File: config.mk
export PLATFORM = sky130hd
export DESIGN_NAME = clkdiv_pwr_seq
export DESIGN_NICKNAME = d
export VERILOG_FILES = /design/src/rtl/clkdiv_pkg.sv /design/src/rtl/clkdiv_rules.sv /design/src/rtl/clkdiv_en_ctrl.sv /design/src/rtl/clkdiv_bclk_gen.sv /design/src/rtl/clkdiv_pwr_seq.sv
export SDC_FILE = /design/constraint.sdc
export NUM_CORES = 1
export LEC_CHECK = 0
export BUFFER_PORTS_ARGS = -buffer_cell sky130_fd_sc_hd__buf_2
export CAP_MARGIN = 20
export CORE_ASPECT_RATIO = 0.9
export CORE_MARGIN = 2
export CORE_UTILIZATION = 49
export DETAILED_ROUTE_END_ITERATION = 10
export HOLD_SLACK_MARGIN = 0.15
export PLACE_DENSITY = 0.78
export REMOVE_ABC_BUFFERS = 1
export SETUP_SLACK_MARGIN = 0.3
export SLEW_MARGIN = 20
export SYNTH_ARGS = -nofsm -noshare
export SYNTH_HDL_FRONTEND = slang
export SYNTH_HIERARCHICAL = 1
export SYNTH_SLANG_ARGS = --single-unit
File: constraint.sdc
create_clock -name clk -period 3 [get_ports clk]
set_clock_uncertainty 0.05 [all_clocks]
set_input_delay 0.3 -clock clk [delete_from_list [all_inputs] [get_ports clk]]
set_output_delay 0.3 -clock clk [all_outputs]
set_load 0.01 [all_outputs]
File: src/rtl/clkdiv_pkg.sv
package clkdiv_pkg;
  localparam int NDIV     = 5;
  localparam int D_PLAY1  = 0;
  localparam int D_PLAY2  = 1;
  localparam int D_REC1   = 2;
  localparam int D_REC2   = 3;
  localparam int D_BCLK   = 4;

  function automatic logic both_down(input logic [1:0] flags);
    return flags == 2'b11;
  endfunction
endpackage

File: src/rtl/clkdiv_rules.sv
module clkdiv_rules
  import clkdiv_pkg::*;
(
  input  logic [NDIV-1:0] en_q,
  input  logic [1:0]      play_pd,
  input  logic [1:0]      rec_pd,
  input  logic            rec_from_play,
  input  logic            osr_from_playmod,
  input  logic            rec_fs_needed,
  output logic [NDIV-1:0] stop_ok
);
  logic play_down, rec_down, osr_hold;

  always_comb begin
    play_down = both_down(play_pd);
    rec_down  = both_down(rec_pd);
    osr_hold  = osr_from_playmod && rec_fs_needed && !rec_down;
    stop_ok[D_PLAY2] = play_down && !osr_hold;
    stop_ok[D_PLAY1] = play_down && !en_q[D_PLAY2] &&
                       (!rec_from_play || (rec_down && !en_q[D_REC1]));
    stop_ok[D_REC2]  = rec_down;
    stop_ok[D_REC1]  = rec_down && !en_q[D_REC2];
    stop_ok[D_BCLK]  = 1'b1;
  end
endmodule

File: src/rtl/clkdiv_en_ctrl.sv
module clkdiv_en_ctrl
  import clkdiv_pkg::*;
(
  input  logic            clk,
  input  logic            rst_n,
  input  logic [NDIV-1:0] start_req,
  input  logic [NDIV-1:0] stop_req,
  input  logic [NDIV-1:0] stop_ok,
  output logic [NDIV-1:0] en_q,
  output logic [NDIV-1:0] pend_q,
  output logic [NDIV-1:0] grant
);
  logic [NDIV-1:0] want_stop;

  always_comb begin
    want_stop = (pend_q | (stop_req & en_q)) & ~start_req;
    grant     = want_stop & stop_ok;
  end

  always_ff @(posedge clk or negedge rst_n) begin
    if (!rst_n) begin
      en_q   <= '0;
      pend_q <= '0;
    end else begin
      en_q   <= (en_q & ~grant) | start_req;
      pend_q <= want_stop & ~grant;
    end
  end
endmodule

File: src/rtl/clkdiv_bclk_gen.sv
module clkdiv_bclk_gen #(
  parameter int RW = 7
) (
  input  logic          clk,
  input  logic          rst_n,
  input  logic          run,
  input  logic [RW-1:0] ratio_code,
  output logic          ce
);
  localparam int CW = RW + 1;

  function automatic logic [CW-1:0] decode_ratio(input logic [RW-1:0] code);
    if (code == '0) return CW'(1) << RW;
    return CW'(code);
  endfunction

  logic [CW-1:0] cnt_q;
  logic [CW-1:0] last;

  always_comb begin
    last = decode_ratio(ratio_code) - CW'(1);
    ce   = run && (cnt_q >= last);
  end

  always_ff @(posedge clk or negedge rst_n) begin
    if (!rst_n)        cnt_q <= '0;
    else if (!run)     cnt_q <= '0;
    else if (ce)       cnt_q <= '0;
    else               cnt_q <= cnt_q + CW'(1);
  end
endmodule

File: src/rtl/clkdiv_pwr_seq.sv
module clkdiv_pwr_seq
  import clkdiv_pkg::*;
#(
  parameter int RW = 7
) (
  input  logic            clk,
  input  logic            rst_n,
  input  logic [NDIV-1:0] start_req,
  input  logic [NDIV-1:0] stop_req,
  input  logic [1:0]      play_pd,
  input  logic [1:0]      rec_pd,
  input  logic            rec_from_play,
  input  logic            osr_from_playmod,
  input  logic            rec_fs_needed,
  input  logic            bclk_drive,
  input  logic [RW-1:0]   bclk_ratio,
  output logic [NDIV-1:0] div_en,
  output logic [NDIV-1:0] pend_mask,
  output logic            pending,
  output logic            play_mod_run,
  output logic            rec_mod_run,
  output logic            bclk_ce
);
  logic [NDIV-1:0] stop_ok;
  logic [NDIV-1:0] grant;
  logic            bclk_run;

  clkdiv_rules u_rules (
    .en_q(div_en), .play_pd(play_pd), .rec_pd(rec_pd),
    .rec_from_play(rec_from_play), .osr_from_playmod(osr_from_playmod),
    .rec_fs_needed(rec_fs_needed), .stop_ok(stop_ok)
  );

  clkdiv_en_ctrl u_ctrl (
    .clk(clk), .rst_n(rst_n), .start_req(start_req), .stop_req(stop_req),
    .stop_ok(stop_ok), .en_q(div_en), .pend_q(pend_mask), .grant(grant)
  );

  assign bclk_run = div_en[D_BCLK] && bclk_drive;

  clkdiv_bclk_gen #(.RW(RW)) u_bclk (
    .clk(clk), .rst_n(rst_n), .run(bclk_run), .ratio_code(bclk_ratio),
    .ce(bclk_ce)
  );

  assign pending      = |pend_mask;
  assign play_mod_run = div_en[D_PLAY1] && div_en[D_PLAY2];
  assign rec_mod_run  = div_en[D_REC1] && div_en[D_REC2];
endmodule

==> out/qor.yml <==
io_pins: 41
vias: 1076
syn_to_final_growth_pct: 33.0
post-route-min-period_ns: 2.95
vias_per_cell: 5.35
final_cell_count_no_fill: 201
worstSetupEndpointType: "output port"
cts_buffers: 3
slew_viol_final: 0
antenna_found_initial: 0
gp_congestion: 0.823
worst_r2r_endpoint: "u_bclk/cnt_q[2]"
avgSynthCellArea_um2: 9.32
holdPathStages: 3
die_w_um: 55.0
num_rows: 16
whs_ns: 0.260
wl_per_cell_um: 12.9
grt_max_degree: 19
cts_tree: "yes"
cp.required_ns: 2.65
rsz0062_at_grt: "yes"
p_total_w: 0.000540
cp_max_fo: 4
max_freq_mhz: 338
crit_path_start_kind: "input port"
grt_pass1_wl_um: 3970
final_cell_mix: "38 x buf_2, 18 x dfrtp_1, 13 x nor2_1, 9 x ha_1, 8 x nand2_1"
fin_nets: 212
start_util_pct: 52.0
drtIter0Drc: 20
htree_levels: 1
rr_startpoint: "u_bclk/cnt_q[2]"
drc_errors: 0
cts_max_path_buffers: 2
cp.arrival_ns: 2.60
dieArea_um2: 2740
r2r_cells: 6
hold_violations: 0
power_density_nw_per_um2: 354
hold_end: "u_ctrl/pend_q[1]"
netlist_instances: 123
clk_pin_slew_ns: 0.10
min_from: "stop_req[1]"
dp_hpwl_um: 2000
yosysWarnings: 6
p_leak_nw: 0.729
layout_commonest_cell: "buf_2"
drt-total-wl_um: 2590
peakVddDrop_mv: 0.357
clk_latency_ns: 0.29
grt_overflow: 0
grt_pass1_vias: 981
cts_root_buf: "clkbuf_4"
track_usage_pct: 20.1
fin_crit_sh_pct: 98.5
antenna-diode-count: 0
dr.pass1.iters: 6
hp-class: "input port to flop"
port-buffer-count: 40
core_um2: 2200
ant_nets: 0
syn_area_um2: 1150
setup_violations: 0
cts_setup_buffers: 0
drv_cap: 0
placedCellCount: 191
outcome: "finished, final reports clean"
drive_above_1_share_pct: 35.1
r2r_setup_slack_ns: 1.10
path_class: "input port to output port"
die_y_um: 49.9
clkSinkCount: 18
## worst max path at each step
stage	from	end
after floorplan	bclk_ratio[2]	bclk_ce
after global placement	bclk_ratio[2]	bclk_ce
after detailed placement	bclk_ratio[2]	bclk_ce
after CTS	bclk_ratio[2]	bclk_ce
after global routing	bclk_ratio[2]	bclk_ce
final	bclk_ratio[2]	bclk_ce
## critical path: stages
cell	delay [ns]
buf_6	0.09
or3_4	0.39
or3_4	0.39
a21oi_2	0.12
o22ai_1	0.08
ha_2	0.19
or4_4	0.49
a21oi_4	0.15
o31ai_2	0.08
and2_1	0.18
buf_2	0.14
## routing by layer
| layer | share of wire (%) | GRT usage (%) | vias up |
|---|---|---|---|
| met2 | 53 | 37.3 | 29 |
| met3 | 5.3 | 6.36 | 0 |
| li1 | - | - | 535 |
| met5 | 0 | 0 | - |
| met1 | 42 | 22.7 | 512 |
| met4 | 0 | 1.22 | 0 |
## power breakdown
part / internal, W / total (W) / switching [W] / leakage, nW
registers: 0.000253 / 0.000268 / 0.0000149 / 0.222
logic: 0.0000641 / 0.000128 / 0.0000634 / 0.487
clock network: 0.0000739 / 0.000144 / 0.0000705 / 0.0210
## metrics by stage
stage / utilization (%) / TNS [ns] / setup WS (ns) / cell area (µm²)
detailed placement: 63.0 / 0 / 0.0196 / 1390
CTS: 68.4 / 0 / 0.0672 / 1510
global placement: 63.0 / 0 / 0.0633 / 1390
floorplan: - / 0 / 0.325 / 1130
finish: 69.2 / 0 / 0.0451 / 1520
global route: 69.2 / -0.0114 / -0.0114 / 1520
## area by class of cell
class / count / area, µm²
multi-input cells: 98 / 689
repair buffers: 49 / 295
clock buffers: 4 / 36.3
well taps: 27 / 33.8
inverters: 5 / 18.8
flip-flops and latches: 18 / 450
fillers: 183 / 678
## sequential cells by signal, indices dropped and copies added, names as in the netlist
name and cells:
u_bclk/cnt_q 8, u_ctrl/en_q 5, u_ctrl/pend_q 5
## what timing repair did
item / 4_1_cts / 5_1_grt
cloned: 0 / 0
endpoints found under the hold margin: 26 / 0
endpoints found under the setup margin: 1 / 1
gates resized for setup: 5 / 4
hold buffers: 6 / 0
Note: power is estimated with default switching activity, not from simulation.
